`src/rtl/i2c_slv_pkg.sv`:
```
package i2c_slv_pkg;
    typedef enum logic [1:0] {
        ST_IDLE,
        ST_ADDR,
        ST_RX,
        ST_TX
    } slv_st_e;

    localparam logic [7:0] SC_OWN_W     = 8'h60;
    localparam logic [7:0] SC_GC_W      = 8'h70;
    localparam logic [7:0] SC_RX_ACK    = 8'h80;
    localparam logic [7:0] SC_RX_NACK   = 8'h88;
    localparam logic [7:0] SC_GC_ACK    = 8'h90;
    localparam logic [7:0] SC_GC_NACK   = 8'h98;
    localparam logic [7:0] SC_STOP      = 8'hA0;
    localparam logic [7:0] SC_OWN_R     = 8'hA8;
    localparam logic [7:0] SC_TX_ACK    = 8'hB8;
    localparam logic [7:0] SC_TX_NACK   = 8'hC0;
    localparam logic [7:0] SC_LAST_ACK  = 8'hC8;
    localparam logic [7:0] SC_IDLE      = 8'hF8;
endpackage

```
`src/rtl/i2c_line_sync.sv`:
```
module i2c_line_sync #(
    parameter int STAGES = 2
) (
    input  logic clk,
    input  logic rst_n,
    input  logic scl_i,
    input  logic sda_i,
    output logic scl_s,
    output logic sda_s,
    output logic scl_rise,
    output logic scl_fall,
    output logic start_det,
    output logic stop_det
);
    typedef struct packed {
        logic [STAGES-1:0] scl_sh;
        logic [STAGES-1:0] sda_sh;
        logic              scl_p;
        logic              sda_p;
    } sync_t;

    sync_t r_q, r_d;

    always_comb begin
        r_d        = r_q;
        r_d.scl_sh = {r_q.scl_sh[STAGES-2:0], scl_i};
        r_d.sda_sh = {r_q.sda_sh[STAGES-2:0], sda_i};
        r_d.scl_p  = r_q.scl_sh[STAGES-1];
        r_d.sda_p  = r_q.sda_sh[STAGES-1];
    end

    always_ff @(posedge clk or negedge rst_n) begin
        if (!rst_n) r_q <= '1;
        else        r_q <= r_d;
    end

    assign scl_s     = r_q.scl_sh[STAGES-1];
    assign sda_s     = r_q.sda_sh[STAGES-1];
    assign scl_rise  = scl_s & ~r_q.scl_p;
    assign scl_fall  = ~scl_s & r_q.scl_p;
    assign start_det = scl_s & r_q.scl_p & r_q.sda_p & ~sda_s;
    assign stop_det  = scl_s & r_q.scl_p & ~r_q.sda_p & sda_s;
endmodule

```
`src/rtl/i2c_addr_match.sv`:
```
module i2c_addr_match #(
    parameter int DATA_W = 8
) (
    input  logic [DATA_W-1:0] own_addr,
    input  logic [DATA_W-1:0] cand,
    input  logic              ack_en,
    output logic              hit,
    output logic              is_gc
);
    logic own_m;
    logic gc_ok;

    always_comb begin
        own_m = (cand[DATA_W-1:1] == own_addr[DATA_W-1:1]);
        is_gc = (cand[DATA_W-1:1] == '0);
        gc_ok = is_gc & own_addr[0] & ~cand[0];
        hit   = ack_en & (own_m | gc_ok);
    end
endmodule

```
`src/rtl/i2c_slv_fsm.sv`:
```
module i2c_slv_fsm
    import i2c_slv_pkg::*;
#(
    parameter int DATA_W = 8
) (
    input  logic              clk,
    input  logic              rst_n,
    input  logic              active,
    input  logic              ack_en,
    input  logic [DATA_W-1:0] tx_data,
    input  logic              flag_clr,
    input  logic              scl_s,
    input  logic              sda_s,
    input  logic              scl_rise,
    input  logic              scl_fall,
    input  logic              start_det,
    input  logic              stop_det,
    input  logic              hit,
    input  logic              is_gc,
    output logic [DATA_W-1:0] cand,
    output logic              flag,
    output logic [7:0]        status,
    output logic [DATA_W-1:0] rx_data,
    output logic              sda_oe
);
    localparam int CNT_W = $clog2(DATA_W + 2);
    localparam logic [CNT_W-1:0] CNT_LAST = CNT_W'(DATA_W);
    localparam logic [CNT_W-1:0] CNT_ACK  = CNT_W'(DATA_W + 1);

    typedef struct packed {
        slv_st_e           st;
        logic [CNT_W-1:0]  cnt;
        logic [DATA_W-1:0] sr;
        logic [DATA_W-1:0] rxd;
        logic [7:0]        status;
        logic              flag;
        logic              sda_oe;
        logic              rw;
        logic              gc;
        logic              last;
        logic              acked;
    } core_t;

    localparam core_t RST = '{
        st: ST_IDLE, cnt: '0, sr: '0, rxd: '0, status: SC_IDLE,
        flag: 1'b0, sda_oe: 1'b0, rw: 1'b0, gc: 1'b0, last: 1'b0, acked: 1'b0
    };

    core_t r_q, r_d;
    logic  addressed;

    assign cand      = {r_q.sr[DATA_W-2:0], sda_s};
    assign addressed = (r_q.st == ST_RX) || (r_q.st == ST_TX);

    always_comb begin
        r_d = r_q;
        if (!active) begin
            r_d = RST;
        end else begin
            if (r_q.flag && flag_clr) begin
                r_d.flag   = 1'b0;
                r_d.status = SC_IDLE;
                if (r_q.st == ST_TX) begin
                    r_d.sr     = tx_data;
                    r_d.last   = ~ack_en;
                    r_d.sda_oe = ~tx_data[DATA_W-1];
                    r_d.cnt    = '0;
                end
            end
            if (start_det) begin
                if (addressed) begin
                    r_d.flag   = 1'b1;
                    r_d.status = SC_STOP;
                end
                r_d.st     = ST_ADDR;
                r_d.cnt    = '0;
                r_d.sda_oe = 1'b0;
            end else if (stop_det) begin
                if (addressed) begin
                    r_d.flag   = 1'b1;
                    r_d.status = SC_STOP;
                end
                r_d.st     = ST_IDLE;
                r_d.sda_oe = 1'b0;
            end else if (scl_rise) begin
                case (r_q.st)
                    ST_ADDR, ST_RX: begin
                        if (r_q.cnt < CNT_LAST) begin
                            r_d.sr  = cand;
                            r_d.cnt = r_q.cnt + 1'b1;
                            if (r_q.st == ST_ADDR && r_q.cnt == CNT_LAST - 1'b1) begin
                                r_d.rw = cand[0];
                                r_d.gc = is_gc;
                                if (!hit) r_d.st = ST_IDLE;
                            end
                        end else if (r_q.cnt == CNT_LAST) begin
                            r_d.cnt = CNT_ACK;
                        end
                    end
                    ST_TX: begin
                        if (r_q.cnt < CNT_LAST) begin
                            r_d.cnt = r_q.cnt + 1'b1;
                        end else if (r_q.cnt == CNT_LAST) begin
                            r_d.acked = ~sda_s;
                            r_d.cnt   = CNT_ACK;
                        end
                    end
                    default: ;
                endcase
            end else if (scl_fall) begin
                case (r_q.st)
                    ST_ADDR: begin
                        if (r_q.cnt == CNT_LAST) begin
                            r_d.sda_oe = 1'b1;
                        end else if (r_q.cnt == CNT_ACK) begin
                            r_d.sda_oe = 1'b0;
                            r_d.flag   = 1'b1;
                            r_d.cnt    = '0;
                            if (r_q.rw) begin
                                r_d.st     = ST_TX;
                                r_d.status = SC_OWN_R;
                            end else begin
                                r_d.st     = ST_RX;
                                r_d.status = r_q.gc ? SC_GC_W : SC_OWN_W;
                            end
                        end
                    end
                    ST_RX: begin
                        if (r_q.cnt == CNT_LAST) begin
                            r_d.sda_oe = ack_en;
                            r_d.acked  = ack_en;
                        end else if (r_q.cnt == CNT_ACK) begin
                            r_d.sda_oe = 1'b0;
                            r_d.flag   = 1'b1;
                            r_d.cnt    = '0;
                            r_d.rxd    = r_q.sr;
                            if (r_q.acked) begin
                                r_d.status = r_q.gc ? SC_GC_ACK : SC_RX_ACK;
                            end else begin
                                r_d.status = r_q.gc ? SC_GC_NACK : SC_RX_NACK;
                                r_d.st     = ST_IDLE;
                            end
                        end
                    end
                    ST_TX: begin
                        if (r_q.cnt != '0 && r_q.cnt < CNT_LAST) begin
                            r_d.sr     = r_q.sr << 1;
                            r_d.sda_oe = ~r_q.sr[DATA_W-2];
                        end else if (r_q.cnt == CNT_LAST) begin
                            r_d.sda_oe = 1'b0;
                        end else if (r_q.cnt == CNT_ACK) begin
                            r_d.flag = 1'b1;
                            r_d.cnt  = '0;
                            if (r_q.last) begin
                                r_d.status = r_q.acked ? SC_LAST_ACK : SC_TX_NACK;
                                r_d.st     = ST_IDLE;
                            end else if (r_q.acked) begin
                                r_d.status = SC_TX_ACK;
                            end else begin
                                r_d.status = SC_TX_NACK;
                                r_d.st     = ST_IDLE;
                            end
                        end
                    end
                    default: ;
                endcase
            end
        end
    end

    always_ff @(posedge clk or negedge rst_n) begin
        if (!rst_n) r_q <= RST;
        else        r_q <= r_d;
    end

    assign flag    = r_q.flag;
    assign status  = r_q.status;
    assign rx_data = r_q.rxd;
    assign sda_oe  = r_q.sda_oe;

    // our data line only moves while the bus clock is low
    p_sda_edge_scl_low_r5: assert property (@(posedge clk) disable iff (!rst_n)
        (active && $past(active) && r_q.sda_oe != $past(r_q.sda_oe)) |-> !scl_s);

    // not addressed means the data line is released
    p_idle_release_r6: assert property (@(posedge clk) disable iff (!rst_n)
        (r_q.st == ST_IDLE) |-> !r_q.sda_oe);

    // a raised flag always carries a meaningful status
    p_status_on_flag_r9: assert property (@(posedge clk) disable iff (!rst_n)
        r_q.flag |-> (r_q.status != SC_IDLE));

    // byte events raise the flag only while the clock is low
    p_flag_rise_low_r9: assert property (@(posedge clk) disable iff (!rst_n)
        ($rose(r_q.flag) && r_q.status != SC_STOP) |-> !scl_s);

    // inactive slave stays quiet
    p_quiet_inactive_r11: assert property (@(posedge clk) disable iff (!rst_n)
        !active |=> (!r_q.flag && !r_q.sda_oe));

    // receive-side acknowledge only in the ninth bit slot
    p_ack_window_r1: assert property (@(posedge clk) disable iff (!rst_n)
        (r_q.sda_oe && r_q.st != ST_TX) |-> (r_q.cnt >= CNT_LAST));
endmodule

```
`src/rtl/i2c_slv_stat.sv`:
```
module i2c_slv_stat #(
    parameter int DATA_W      = 8,
    parameter int SYNC_STAGES = 2
) (
    input  logic              clk,
    input  logic              rst_n,
    input  logic              en_i,
    input  logic              ack_en_i,
    input  logic              sta_req_i,
    input  logic              sto_req_i,
    input  logic [DATA_W-1:0] own_addr_i,
    input  logic [DATA_W-1:0] tx_data_i,
    input  logic              flag_clr_i,
    input  logic              scl_i,
    input  logic              sda_i,
    output logic              irq_o,
    output logic [7:0]        status_o,
    output logic [DATA_W-1:0] rx_data_o,
    output logic              scl_oe_o,
    output logic              sda_oe_o
);
    logic              active;
    logic              scl_s, sda_s, scl_rise, scl_fall, start_det, stop_det;
    logic              hit, is_gc, flag;
    logic [DATA_W-1:0] cand;

    assign active = en_i & ~sta_req_i & ~sto_req_i;

    i2c_line_sync #(.STAGES(SYNC_STAGES)) u_sync (
        .clk(clk), .rst_n(rst_n), .scl_i(scl_i), .sda_i(sda_i),
        .scl_s(scl_s), .sda_s(sda_s), .scl_rise(scl_rise), .scl_fall(scl_fall),
        .start_det(start_det), .stop_det(stop_det)
    );

    i2c_addr_match #(.DATA_W(DATA_W)) u_match (
        .own_addr(own_addr_i), .cand(cand), .ack_en(ack_en_i),
        .hit(hit), .is_gc(is_gc)
    );

    i2c_slv_fsm #(.DATA_W(DATA_W)) u_fsm (
        .clk(clk), .rst_n(rst_n), .active(active), .ack_en(ack_en_i),
        .tx_data(tx_data_i), .flag_clr(flag_clr_i),
        .scl_s(scl_s), .sda_s(sda_s), .scl_rise(scl_rise), .scl_fall(scl_fall),
        .start_det(start_det), .stop_det(stop_det), .hit(hit), .is_gc(is_gc),
        .cand(cand), .flag(flag), .status(status_o), .rx_data(rx_data_o),
        .sda_oe(sda_oe_o)
    );

    assign irq_o    = flag;
    assign scl_oe_o = flag;

    // lines released and idle status right after reset
    p_reset_state_r12: assert property (@(posedge clk)
        !rst_n |=> (!scl_oe_o && !sda_oe_o && status_o == 8'hF8) || !rst_n);
endmodule

```
`config.mk`:
```
export PLATFORM = sky130hd
export DESIGN_NAME = i2c_slv_stat
export DESIGN_NICKNAME = d
export VERILOG_FILES = /design/src/rtl/i2c_slv_pkg.sv /design/src/rtl/i2c_line_sync.sv /design/src/rtl/i2c_addr_match.sv /design/src/rtl/i2c_slv_fsm.sv /design/src/rtl/i2c_slv_stat.sv
export SDC_FILE = /design/constraint.sdc
export NUM_CORES = 1
export LEC_CHECK = 0
export BUFFER_PORTS_ARGS = -buffer_cell sky130_fd_sc_hd__buf_4
export CORE_ASPECT_RATIO = 0.6
export CORE_MARGIN = 5
export CORE_UTILIZATION = 56
export CTS_CLUSTER_DIAMETER = 150
export DETAILED_ROUTE_END_ITERATION = 10
export HOLD_SLACK_MARGIN = 0.08
export PLACE_DENSITY = 0.88
export SYNTH_ARGS = -nofsm -noshare
export SYNTH_HDL_FRONTEND = slang
export SYNTH_SLANG_ARGS = --single-unit
```
`constraint.sdc`:
```
create_clock -name clk -period 2.05 [get_ports clk]
set_input_delay 0.1025 -clock clk [delete_from_list [all_inputs] [get_ports clk]]
set_output_delay 0.1025 -clock clk [all_outputs]
set_load 0.1 [all_outputs]
```
==> summary.md <==
| Metric | Value |
|---|---|
| Die ar. | 6220 um2 |
| Switching Power | 0.369 mW |
| First-pass GRT wire length | 10500 um |
| Chip width | 98.6 um |
| Xor-xnor portion of the synthesized cell area | 2.66% |
| Max_cap viols | 0 |
| Seq pwr share | 52.1% |
| DP HPWL | 4800 um |
| Fin crit share | 95.0% |
| Synth Area in Adders | 3.32% |
| Clock Power Share | 40.5% |
| Initial antenna violation count | 0 |
| Total Power | 1.63 mW |
| # DRC | 0 |
| Final Core Density | 68.8% |
| Setup_tns | 0 ns |
| Avg WL per Cell | 16.8 um |
| CP max-delay cell | dfrtp_1 |
| Max_slew headroom | 64.9% |
| # rows | 19 |
| Leakage power | 1.31 nW |
| Worst-Skew Late Latency | 0.30 ns |
| RSZ-0062 raised after global routing | false |
| GRT Resource Usage Total | 20.9% |
| Area grow syn2layout | 19.1% |
| Root buf cell | clkbuf_8 |
| Initial Utilization | 57.8% |
| Most frequent cells in the layout | buf_4, nor2_1, dfrtp_1 |
| Iteration-0 DRC Markers | 242 |
| Post-synth top area cell | dfrtp_1 |
| Count of cell types in the netlist | 55 |
| Flops & latches, synth | 42 |
| Count of pins over their slew limit | 0 |
| P per Cell Area | 520 nW/um2 |
| Pre-CTS setup slack | 0.0793 ns |
| Die H | 63.1 um |
| Status | completed |
| R2r endpoint | u_fsm.r_q[35] |
| Hold WC Path Type | in -> reg |
| Worst setup margin | 0.103 ns |
| Worst-margin pin slew | 0.526 ns |
| Hold depth | 3 |
| Synth warnings | 0 |
| Start point of the worst hold path | tx_data_i[3] |
| Total CTS buffers | 5 |
| Share of cells above drive strength 1 | 30.5% |
| IO Port Bufs | 43 |
| Worst vdd ir | 0.372 mV |
| Largest net degree at the start of global routing | 43 |
| Via density | 5.85 |
| Crit path arrival time | 2.16 ns |
| CP cell instances | inv_1, ha_1, nor3_2, nor2b_1, or3_1, o211ai_1 |
| Final #Nets | 349 |
| Cells after synthesis | 276 |
| Clock Tree Buf Depth | 2 |
| CP endpoint kind | register |
| Element type at the critical path start | register |
| Clk_skew | 0.00514 ns |
| Logic pwr share | 7.3% |
| Sink Count | 42 |
| Core area | 4560 um2 |
| Largest family of logic cells by synthesized area | simple AND/OR/NAND/NOR gates |
| Final hold viol count | 0 |
| Global route overflow | 0 |
| Data required time of the worst path | 2.26 ns |
| CP max FO | 6 |
| Final GP Congestion | 0.985 |
| Post-synth top area share | 29.4% |
| R2R cell count | 6 |
| Fillers | 373 |
| Synthesized area per cell | 9.55 um2 |
| Routed Antenna Nets | 0 |
| Post-synthesis mux area share | 6.55% |
| WP buf/inv | 1 |
| Simple-Gate Fraction of Synth Area | 20.2% |
| CTS clk-pin slew, worst paths | 0.08 ns |
| Crit Path Category | reg -> reg |
| Syn Nets | 308 |
| Vias in the first global route | 2131 |
| Register area share after synthesis | 40.4% |
| CP max stage delay | 0.42 ns |
| # IOs | 44 |
| Delay-heaviest family, CP | simple AND/OR/NAND/NOR gates |
| Drt first pass iters | 5 |
| Antenna Cells | 0 |
| Vias | 2227 |
| CTS tree | yes |
| Post-synthesis compound-gate area fraction | 18.4% |
| WHS Endpoint | u_fsm.cand[4] |
| R2r setup slk | 0.10 ns |
| Commonest non-fill, non-tap cell in the layout | buf_4 |
| Fin crit period | 1.95 ns |
| Async SR Flop Fraction | 100% |
| Peak Freq | 514 MHz |
| WL final | 6390 um |
| Sw frac | 22.6% |
| Syn Std Cell Area | 2640 um2 |
| Area contributors post-synth | dfrtp_1, dfstp_2, mux2i_1 |
| Multi-input logic area | 1360 um2 |
| Setup violators final | 0 |
| Ys flop type | dfrtp_1 |
| Pint | 1.26 mW |
| Sequential Area | 1060 um2 |
| H-Tree Depth | 2 |
| Number of synthesized flops with an enable pin | 0 |
| R2R Path Start | u_fsm.r_q[35] |
## what timing repair did
| item | 4_1_cts | 5_1_grt |
|---|---|---|
| resized for setup | 0 | 5 |
| hold endpoints to repair | 34 | 0 |
| hold buffers | 4 | 0 |
| buffers inserted | 0 | 2 |
| setup endpoints to repair | 0 | 17 |
## metal layers
layer	part of all wire [%]	GRT usage (%)	wire, um
met4	1.2	5.62	74
met5	0	0	0
met3	9.0	5.62	573
met2	41	28.4	2610
met1	49	32.5	3130
## state kept, by name, summed over array words and instances, names as in the netlist
signal / count
u_fsm.status: 8
u_fsm.rx_data: 8
u_sync.scl_s: 1
u_fsm.flag: 1
u_sync.sda_s: 1
u_fsm.sda_oe: 1
u_fsm.r_q: 11
u_fsm.cand: 7
u_sync.r_d: 2
u_sync.r_q: 2
## per-stage QoR
| stage | cell area [um2] | instances | hold slack, ns |
|---|---|---|---|
| 4_1_cts | 3110 | 379 | 0.144 |
| 6_report | 3140 | 381 | 0.147 |
| 2_1_floorplan | 2640 | 276 | -0.193 |
| 3_3_place_gp | 2960 | 367 | 0.114 |
| 3_5_place_dp | 2960 | 367 | 0.119 |
| 5_1_grt | 3140 | 381 | 0.151 |
## Yosys cell counts, types with 2 or more instances
master / count
buf_4: 17
xnor2_1: 5
nand2_1: 15
o22ai_1: 3
o21ai_0: 11
o21ai_1: 9
dfrtp_1: 31
nor4_1: 3
a22oi_1: 5
a21oi_1: 16
clkbuf_1: 4
nor3_1: 5
buf_2: 6
and2_1: 4
nor3_2: 2
nand3_1: 3
mux2i_1: 15
o211ai_1: 2
dfstp_2: 11
xor2_1: 3
nand2b_1: 2
a211oi_1: 8
nand4b_1: 4
ha_1: 7
inv_1: 5
o21a_1: 2
nor2_1: 34
nor3b_2: 2
nand3b_1: 2
nor2b_1: 8
mux2_2: 2
a211oi_2: 2
and2b_4: 2
buf_6: 3
a221oi_1: 2
and3_1: 2
## worst max path at each step
stage | from | slack [ns] | cells past startpoint | to
final | u_fsm.r_q[35] | 0.10 | 6 | u_fsm.r_q[35]
after global routing | u_fsm.r_q[31] | 0.007 | 7 | u_fsm.status[2]
after CTS | u_fsm.r_q[31] | 0.08 | 7 | u_fsm.rx_data[7]
after detailed placement | u_fsm.r_q[31] | 0.08 | 7 | u_fsm.rx_data[3]
after global placement | u_fsm.r_q[31] | 0.14 | 7 | u_fsm.rx_data[7]
after floorplan | u_fsm.flag | 0.06 | 5 | u_fsm.cand[7]
## layout make-up
type,count,share of cell area [%]
Multi-Input combinational cell,199,43.4
Sequential cell,42,33.9
Timing Repair Buffer,64,16.0
Tap cell,63,2.51
Clock buffer,6,2.31
Clock inverter,2,1.20
Inverter,5,0.598
## power by group through the flow
stage / registers [mW] / clock network (mW) / logic, mW
2_1_floorplan: 0.862 / 0 / 0.0440
3_3_place_gp: 0.865 / 0 / 0.112
3_5_place_dp: 0.865 / 0 / 0.113
4_1_cts: 0.850 / 0.670 / 0.119
5_1_grt: 0.852 / 0.707 / 0.133
6_report: 0.851 / 0.661 / 0.119
## logic make-up after synthesis
kind of cell               after synthesis
AOI/OAI and AO/OA                       71
DFF                                     42
and+or+nand+nor                         96
buffers and inverters                   35
muxes                                   17
xor gates and xnor gates                 8
adders and majority gates                7
## tightest hold or removal path, cell delays in order
cell and delay (ns):
buf_4 0.11, mux2i_1 0.12, a211oi_1 0.09
Power figures use the tool's default switching activity.
